$ cat config.mk
export PLATFORM = sky130hd
export DESIGN_NAME = fsk_nco_mod
export DESIGN_NICKNAME = d
export VERILOG_FILES = /design/src/rtl/fsk_nco_pkg.sv /design/src/rtl/fsk_step_timer.sv /design/src/rtl/fsk_level_ramp.sv /design/src/rtl/fsk_phase_acc.sv /design/src/rtl/fsk_nco_mod.sv
export SDC_FILE = /design/constraint.sdc
export NUM_CORES = 1
export LEC_CHECK = 0
export ABC_AREA = 1
export ABC_CLOCK_PERIOD_IN_PS = 10900
export BUFFER_PORTS_ARGS = -buffer_cell sky130_fd_sc_hd__buf_4
export CORE_UTILIZATION = 68
export DETAILED_ROUTE_END_ITERATION = 10
export PLACE_DENSITY = 0.91
export SKIP_LAST_GASP = 1
export SLEW_MARGIN = 40
export SYNTH_ARGS = -nofsm -noshare
export SYNTH_HDL_FRONTEND = slang
export SYNTH_SLANG_ARGS = --single-unit
$ cat constraint.sdc
create_clock -name clk -period 10.9 [get_ports clk]
set_input_delay 1.635 -clock clk [delete_from_list [all_inputs] [get_ports clk]]
set_output_delay 1.635 -clock clk [all_outputs]
set_load 0.01 [all_outputs]
$ cat src/rtl/fsk_nco_pkg.sv
package fsk_nco_pkg;

    localparam int ACC_W      = 24;
    localparam int DEV_W      = 20;
    localparam int RAMP_STEPS = 8;
    localparam int RAMP_LOG   = $clog2(RAMP_STEPS);
    localparam int LVL_W      = $clog2(RAMP_STEPS + 1);
    localparam int OFF_W      = DEV_W + LVL_W + 2;

    typedef logic [ACC_W-1:0] phase_t;
    typedef logic [DEV_W-1:0] dev_t;
    typedef logic [LVL_W-1:0] level_t;

    // centre near 2.508 MHz and shift near 32.58 kHz at a 20 MHz clock
    localparam phase_t CARRIER_NOM = phase_t'(2103863);
    localparam dev_t   DEV_NOM     = dev_t'(27330);

    localparam level_t LVL_SPACE = '0;
    localparam level_t LVL_MARK  = level_t'(RAMP_STEPS);

    typedef enum logic [1:0] {
        RAMP_HOLD = 2'd0,
        RAMP_UP   = 2'd1,
        RAMP_DOWN = 2'd2
    } ramp_dir_e;

    typedef struct packed {
        level_t level;
        phase_t carrier;
    } tone_state_t;

    // choose the direction the level moves toward the target symbol
    function automatic ramp_dir_e dir_of(level_t lvl, logic sym);
        ramp_dir_e d;
        d = RAMP_HOLD;
        if (sym && (lvl != LVL_MARK))
            d = RAMP_UP;
        else if (!sym && (lvl != LVL_SPACE))
            d = RAMP_DOWN;
        return d;
    endfunction

    // floor((2*lvl - STEPS) * dev / STEPS), reduced modulo 2^ACC_W
    function automatic phase_t offset_of(level_t lvl, dev_t dev);
        logic signed [OFF_W-1:0] k;
        logic signed [OFF_W-1:0] p;
        k = $signed({{(OFF_W-LVL_W-1){1'b0}}, lvl, 1'b0}) - $signed(OFF_W'(RAMP_STEPS));
        p = k * $signed({{(OFF_W-DEV_W){1'b0}}, dev});
        p = p >>> RAMP_LOG;
        return p[ACC_W-1:0];
    endfunction

    function automatic phase_t incr_of(tone_state_t st, dev_t dev);
        return st.carrier + offset_of(st.level, dev);
    endfunction

endpackage

$ cat src/rtl/fsk_step_timer.sv
module fsk_step_timer
#(
    parameter int STEP_CLKS = 4,
    localparam int TICK_W   = (STEP_CLKS > 1) ? $clog2(STEP_CLKS) : 1
)
(
    input  logic              clk,
    input  logic              rst,
    output logic [TICK_W-1:0] tick,
    output logic              boundary
);

    generate
        if (STEP_CLKS > 1) begin : g_count
            logic [TICK_W-1:0] tick_q;
            localparam logic [TICK_W-1:0] LAST = TICK_W'(STEP_CLKS - 1);

            always_ff @(posedge clk) begin
                if (rst || (tick_q == LAST))
                    tick_q <= '0;
                else
                    tick_q <= tick_q + 1'b1;
            end

            assign tick     = tick_q;
            assign boundary = (tick_q == LAST);
        end else begin : g_every
            assign tick     = '0;
            assign boundary = 1'b1;
        end
    endgenerate

endmodule

$ cat src/rtl/fsk_level_ramp.sv
module fsk_level_ramp
    import fsk_nco_pkg::*;
#(
    parameter phase_t CARRIER_RST = CARRIER_NOM
)
(
    input  logic        clk,
    input  logic        rst,
    input  logic        boundary,
    input  logic        data_bit,
    input  logic        invert_en,
    input  phase_t      carrier_word,
    output tone_state_t state
);

    tone_state_t st_q;
    ramp_dir_e   dir;
    logic        sym;

    assign sym = data_bit ^ invert_en;
    assign dir = dir_of(st_q.level, sym);

    always_ff @(posedge clk) begin
        if (rst) begin
            st_q.level   <= LVL_SPACE;
            st_q.carrier <= CARRIER_RST;
        end else if (boundary) begin
            st_q.carrier <= carrier_word;
            case (dir)
                RAMP_UP:   st_q.level <= st_q.level + 1'b1;
                RAMP_DOWN: st_q.level <= st_q.level - 1'b1;
                default:   st_q.level <= st_q.level;
            endcase
        end
    end

    assign state = st_q;

endmodule

$ cat src/rtl/fsk_phase_acc.sv
module fsk_phase_acc
    import fsk_nco_pkg::*;
#(
    parameter int OUT_W = 8
)
(
    input  logic             clk,
    input  logic             rst,
    input  tone_state_t      state,
    input  dev_t             dev_word,
    output phase_t           acc,
    output phase_t           incr,
    output logic [OUT_W-1:0] phase_out,
    output logic             sq_out
);

    phase_t acc_q;

    assign incr = incr_of(state, dev_word);

    always_ff @(posedge clk) begin
        if (rst)
            acc_q <= '0;
        else
            acc_q <= acc_q + incr;
    end

    assign acc       = acc_q;
    assign phase_out = acc_q[ACC_W-1 -: OUT_W];
    assign sq_out    = acc_q[ACC_W-1];

endmodule

$ cat src/rtl/fsk_nco_mod.sv
module fsk_nco_mod
    import fsk_nco_pkg::*;
#(
    parameter int     OUT_W       = 8,
    parameter int     STEP_CLKS   = 4,
    parameter phase_t CARRIER_RST = CARRIER_NOM,
    localparam int    TICK_W      = (STEP_CLKS > 1) ? $clog2(STEP_CLKS) : 1
)
(
    input  logic             clk,
    input  logic             rst,
    input  logic             data_bit,
    input  logic             invert_en,
    input  logic [ACC_W-1:0] carrier_word,
    input  logic [DEV_W-1:0] dev_word,
    output logic [OUT_W-1:0] phase_out,
    output logic             sq_out
);

    logic [TICK_W-1:0] tick_w;
    logic              boundary_w;
    tone_state_t       state_w;
    phase_t            acc_w;
    phase_t            incr_w;
    level_t            level_w;
    phase_t            carrier_w;

    fsk_step_timer #(.STEP_CLKS(STEP_CLKS)) u_timer (
        .clk      (clk),
        .rst      (rst),
        .tick     (tick_w),
        .boundary (boundary_w)
    );

    fsk_level_ramp #(.CARRIER_RST(CARRIER_RST)) u_ramp (
        .clk          (clk),
        .rst          (rst),
        .boundary     (boundary_w),
        .data_bit     (data_bit),
        .invert_en    (invert_en),
        .carrier_word (carrier_word),
        .state        (state_w)
    );

    fsk_phase_acc #(.OUT_W(OUT_W)) u_acc (
        .clk       (clk),
        .rst       (rst),
        .state     (state_w),
        .dev_word  (dev_word),
        .acc       (acc_w),
        .incr      (incr_w),
        .phase_out (phase_out),
        .sq_out    (sq_out)
    );

    assign level_w   = state_w.level;
    assign carrier_w = state_w.carrier;

endmodule

# [Yosys cells after proc, flatten, opt, wreduce, memory -nomap -nowiden]
# Cells that the tools add are included.
[classes] bitwise=1 addsub=6 n_mul=1 n_mux=3 n_eq_ne=4 reduce_logical=7
[op_table] op="$add A24 B24 Y24" count=2
[op_table] op="$mul A26 B21 Y26" count=1
[op_table] op="$pmux W4 S2" count=1
[op_table] op="$sub A5 B4 Y6 const B" count=1
[op_table] op="$add A4 B1 Y4 const B" count=1
[op_table] op="$eq A2 B2 Y1 const B" count=2
[op_table] op="$mux W2" count=2
[op_table] op="$ne A4 B4 Y1 const B" count=1
[op_table] op="$reduce_bool A4 Y1" count=1
[op_table] op="$sub A4 B1 Y4 const B" count=1
[op_table] op="$add A2 B1 Y2 const B" count=1
[op_table] op="$eq A2 B1 Y1 const B" count=1
[op_table] op="$logic_and A1 B1 Y1" count=2
[op_table] op="$reduce_and A2 Y1" count=1
[op_table] op="$reduce_bool A2 Y1" count=1
[op_table] op="$logic_not A1 Y1" count=1
[op_table] op="$logic_or A1 B1 Y1" count=1
[op_table] op="$xor A1 B1 Y1" count=1
[totals] inputBits=48 output_inout_bits=9 register_bits=54

# [Depth between registers and ports, before layout]
[depth] word_depth=8 ltp_mapped=36 mapped_depth_nobuf=34

# [Modules after synthesis]
# A second synthesis with hierarchy kept.
[hier_totals] hier_cells=1108 hier_area_um2=7881.3
[by_module_without_submodules] mod="fsk_phase_acc" n_inst=1 cells_each=942 area_each_um2=6622.6
[by_module_without_submodules] mod="fsk_level_ramp" n_inst=1 cells_each=157 area_each_um2=1183.6
[by_module_without_submodules] mod="fsk_step_timer" n_inst=1 cells_each=9 area_each_um2=75.1

# [Least setup slack after synthesis]
# Ideal clock, no wire load.
[synth_path] path_kind="input -> register" start="input port dev_word[0]" end="register u_acc.acc_q[23], in the netlist u_acc.acc[23]" slack_ns=3.680 arrival_time_ns=7.105 path_buffers=0 setup_ns=0.115 stages=28 cell_sequence="inv_1 -> nand2_1 -> fa_1 -> fa_1 -> inv_1 -> fa_1 -> inv_1 -> fa_1 -> inv_1 -> ha_1 -> inv_1 -> fa_1 -> nand3b_1 -> nand2_2 -> a21oi_2 -> o211ai_1 -> a21oi_1 -> xnor2_1 -> fa_1 -> ha_1 -> nand2_1 -> nor2_1 -> nand4_1 -> or2_1 -> nand3_1 -> nand3_1 -> nand2_1 -> nor2_1"
[synth_between] elab_chain_len=3
[synth_rtl] element="from (decl)" line_no="fsk_nco_mod.sv:15" source="input logic [DEV_W-1:0] dev_word,"
[synth_rtl] element="$mul A26 B21 Y26" line_no="fsk_nco_pkg.sv:48" source="p = k * $signed({{(OFF_W-DEV_W){1'b0}}, dev});"
[synth_rtl] element="$add A24 B24 Y24" line_no="fsk_nco_pkg.sv:54" source="return st.carrier + offset_of(st.level, dev);"
[synth_rtl] element="$add A24 B24 Y24" line_no="fsk_phase_acc.sv:25" source="acc_q <= acc_q + incr;"
[synth_rtl] element="to (signal assigned)" line_no="fsk_phase_acc.sv:25"
[synth_rtl] element="to (decl)" line_no="fsk_phase_acc.sv:17" source="phase_t acc_q;"
# Every way passes these cells.
# A chain may end at the register's enable or synchronous reset.

# [Worst setup path in the final report]
[layout_path] start="register u_ramp.st_q (netlist bit u_ramp.state[26])" end="register u_acc.acc_q[23], in the netlist u_acc.acc[23]"
[layout_between] elab_chain_len=4
[layout_rtl] element="from (decl)" line_no="fsk_level_ramp.sv:16" source="tone_state_t st_q;"
[layout_rtl] element="$sub A5 B4 Y6" line_no="fsk_nco_pkg.sv:47" source="k = $signed({{(OFF_W-LVL_W-1){1'b0}}, lvl, 1'b0}) - $signed(OFF_W'(RAMP_STEPS));"
[layout_rtl] element="$mul A26 B21 Y26" line_no="fsk_nco_pkg.sv:48"
[layout_rtl] element="$add A24 B24 Y24" line_no="fsk_nco_pkg.sv:54"
[layout_rtl] element="$add A24 B24 Y24" line_no="fsk_phase_acc.sv:25"
# Every way passes these cells.

==> results.txt <==
- Setup Viol. Count Final: 0
- Number of rows in the core area: 37
* Seq cells post-synth: 54
- The synthesized design spends more area on one cell type than any other, namely sky130_fd_sc_hd__fa_1.
* Global-route wire length before repair: 27950 µm
- A synthesized cell averages 7.377 µm².
- Before antenna repair, the detailed router went through 5 iterations.
- After detailed routing, the number of remaining DRC violations is 0.
- The flow ran to the end, and the final reports show no timing, DRC or antenna violations.
* I/O pins: 57
- Post-route antenna net violation count: 0
* Reg2reg setup slack: 2.72 ns
* Setup skew after layout: 0.003204 ns
- Required time at the endpoint of the critical path: 11.12 ns
- At the worst endpoint, the arrival time is 8.40 ns.
- Global routing used 30.69% of the available tracks.
* RSZ-0062 raised after global routing: false
* Total wirelength of the detailed-routed design: 16380 µm
- STA classifies the critical path endpoint as a register.
- Compared with the post-synthesis result, the final layout area differs by 7.454%.
- Of all nets on the critical path, the largest fanout is 18.
* Number of DRC violations after detailed-routing iteration 0: 530
- TritonCTS clock tree: yes
- Final period demand of the worst path: 8.176 ns
* CTS root buf: sky130_fd_sc_hd__clkbuf_8
- Endpoints failing hold: 0
- Layout cell share with drive strength beyond 1: 10.91%
- The number of antenna diodes in the final layout is 0.
* Overall overflow remaining after global route: 0
- CTS sink cnt: 54
* Share of the yosys chip area belonging to registers: 14.54%
- Port Buffer Count: 56
- For this block, the via count after detailed routing is 6368.
* Pin count of the biggest net entering global routing: 39
- Headroom to the max-slew limit came out at 49.42%.
* Crit start category: register
- Across all setup checks in the final design, the least slack found is 2.724 ns.
- Worst flop-to-flop path endpoint: u_acc.acc[23]
- The critical path contains buffers and inverters numbering 6 combined.
* CP max stage cell: sky130_fd_sc_hd__dfxtp_1
* Area inside the core boundary: 10460 µm²
* Top Family by Delay on Critical Path: adder cells
- Final slew viol count: 0
* Antenna violations before repair: 0
- TritonCTS buffer count: 5
- WL/cell: 13.87 µm
* Initial Util: 71.07%
- Top cell types by occurrence after synthesis: 247 x sky130_fd_sc_hd__inv_1, 151 x sky130_fd_sc_hd__nand2_1, 93 x sky130_fd_sc_hd__ha_1
- The die covers 11360 µm².
* Highest achievable clock rate: 0.1223 GHz
* Last weighted congestion value of the routability-driven placer: 0.9423
* Insertion delay of the later-clocked pin in the worst-skew pair: 0.32 ns
- In the final timing run, aggregate negative setup slack is 0 ns.
* Instance count on the critical path: 30
* Horizontal extent of the die: 106.6 µm
* Number of violations of the max-capacitance limit: 0
- The min-delay analysis places its worst path in the category register to register.
* Synthesis Warnings: 0
- Timing analysis after detailed placement gives a worst setup slack of 2.869 ns.
* Most common cell in the netlist: sky130_fd_sc_hd__inv_1
- Top area cells in the synthesized netlist: sky130_fd_sc_hd__fa_1 22%, sky130_fd_sc_hd__ha_1 16%, sky130_fd_sc_hd__dfxtp_1 15%, sky130_fd_sc_hd__inv_1 12%, sky130_fd_sc_hd__nand2_1 7.6%
* Least-Margin Pin Slew: 0.7577 ns
- The final layout contains 1265 nets.
- In the synthesized netlist the async set-or-reset flop fraction comes to 0%.
- Critical Setup Path Class: register to register
- Counting cells, the worst reg-to-reg path comes to 30.
- The H-tree was split into 2 levels.
* Synth top area share: 21.54%
- The number of hold buffers added after CTS was 0.
- In this run the worst setup path begins at u_ramp.state[26].
- The mapped netlist covers 7436 µm².
- Post CTS Setup Buffer Count: 0
- Post-synthesis net count: 1229
- In this run the vertical extent of the chip is 106.6 µm.
- Final cycle utilization of the critical path: 75.01%
- Synthesis produced 1008 cells.
- In this run the worst setup path terminates at u_acc.acc[23].
- Vias per cell: 5.392
- Among all flip-flop cells after synthesis, the most frequent one is sky130_fd_sc_hd__dfxtp_1.
- In this run, post-CTS repair resized a total of 0 instances.
- The number of global-route vias before repair was 6175.
* Half-perimeter wire length after placement: 13570 µm
- The startpoint identified for the worst register-to-register timing path is u_ramp.state[26].
- After clock tree synthesis, the clock-pin slew on the worst setup and hold paths is 0.10 ns.
* Post-synth cell types: 41
- The clock passes through at most 2 buffers.
* Post-synth EDFFs: 0
* CP peak stage delay: 0.82 ns
metal layers:
metal | part of all wire, % | wire length [µm] | GRT usage, %
met1 | 45 | 7309 | 43.05
met2 | 47 | 7757 | 51.43
met3 | 6.8 | 1118 | 4.073
met4 | 1.2 | 196 | 5.088
met5 | 0 | 0 | 0
per-stage QoR:
| stage | cell area (µm²) | instances | utilization (%) | hold WS (ns) |
|---|---|---|---|---|
| after floorplan | 7436 | 1008 | - | 0.4043 |
| after global placement | 7889 | 1173 | 75.40 | 0.4151 |
| after detailed placement | 7889 | 1173 | 75.40 | 0.4259 |
| after CTS | 7988 | 1181 | 76.35 | 0.4409 |
| after global routing | 7990 | 1181 | 76.37 | 0.4856 |
| final | 7990 | 1181 | 76.37 | 0.4612 |
logic make-up (layout without fill, tap and decap cells):
kind of cell	count (synthesis)	after routing	synth area share [%]
compound gates	174	174	12.67
xor+xnor	26	26	3.062
fa+ha+maj	173	173	37.19
buf+inv	283	320	14.77
flops	54	54	14.54
simple gates	298	298	17.77
how the worst min path moves through the flow:
stage,slack (ns),start,endpoint,cells past startpoint
finish,0.46,u_timer.tick[0],u_timer.tick[0],1
detailed placement,0.43,u_timer.tick[0],u_timer.tick[0],1
global route,0.49,u_timer.tick[0],u_timer.tick[0],1
CTS,0.44,u_timer.tick[0],u_timer.tick[0],1
global placement,0.42,u_timer.tick[0],u_timer.tick[0],1
floorplan,0.40,u_timer.tick[0],u_timer.tick[0],1
final cells by class:
cell class | instances | area [µm²]
Tap cell | 136 | 170.2
Inverter | 256 | 960.9
Multi-Input combinational cell | 671 | 5256
Fill cell | 788 | 2472
Timing Repair Buffer | 56 | 420.4
Clock buffer | 6 | 82.58
Clock inverter | 2 | 16.27
Sequential cell | 54 | 1084
worst register-to-register path: cells and delay by family (launching register included):
kind | cells | cell delay (ns)
AO/OA/AOI/OAI | 3 | 0.47
XOR/XNOR | 1 | 0.23
adder cells (fa/ha/maj) | 9 | 4.19
buffers and inverters | 6 | 0.89
flip-flops | 1 | 0.82
AND/OR/NAND/NOR | 11 | 1.45
cells in the final DEF (no fill, tap or decap), types with 5 or more instances in the layout:
cell	netlist	layout
sky130_fd_sc_hd__nor2_1	86	86
sky130_fd_sc_hd__fa_1	80	80
sky130_fd_sc_hd__a21o_1	5	5
sky130_fd_sc_hd__a21oi_2	6	6
sky130_fd_sc_hd__a21oi_1	82	82
sky130_fd_sc_hd__o21ai_1	16	16
sky130_fd_sc_hd__nand2_1	151	151
sky130_fd_sc_hd__nor2_4	5	5
sky130_fd_sc_hd__xnor2_1	13	13
sky130_fd_sc_hd__xor2_1	13	13
sky130_fd_sc_hd__o21ai_0	51	51
sky130_fd_sc_hd__dfxtp_1	54	52
sky130_fd_sc_hd__clkbuf_8	0	6
sky130_fd_sc_hd__inv_2	8	10
sky130_fd_sc_hd__buf_4	9	56
sky130_fd_sc_hd__nand2_2	13	13
sky130_fd_sc_hd__nand4_1	7	7
sky130_fd_sc_hd__inv_1	247	245
sky130_fd_sc_hd__ha_1	93	93
sky130_fd_sc_hd__nor2_2	5	5
sky130_fd_sc_hd__nand3_1	14	14
flip-flops by register name (all words and copies together), names as in the netlist:
name	flops
u_acc.acc	24
u_ramp.state	28
u_timer.tick	2
Power is not shown: default switching activity piles up to over one toggle a cycle in this logic, so the estimate is an artifact.
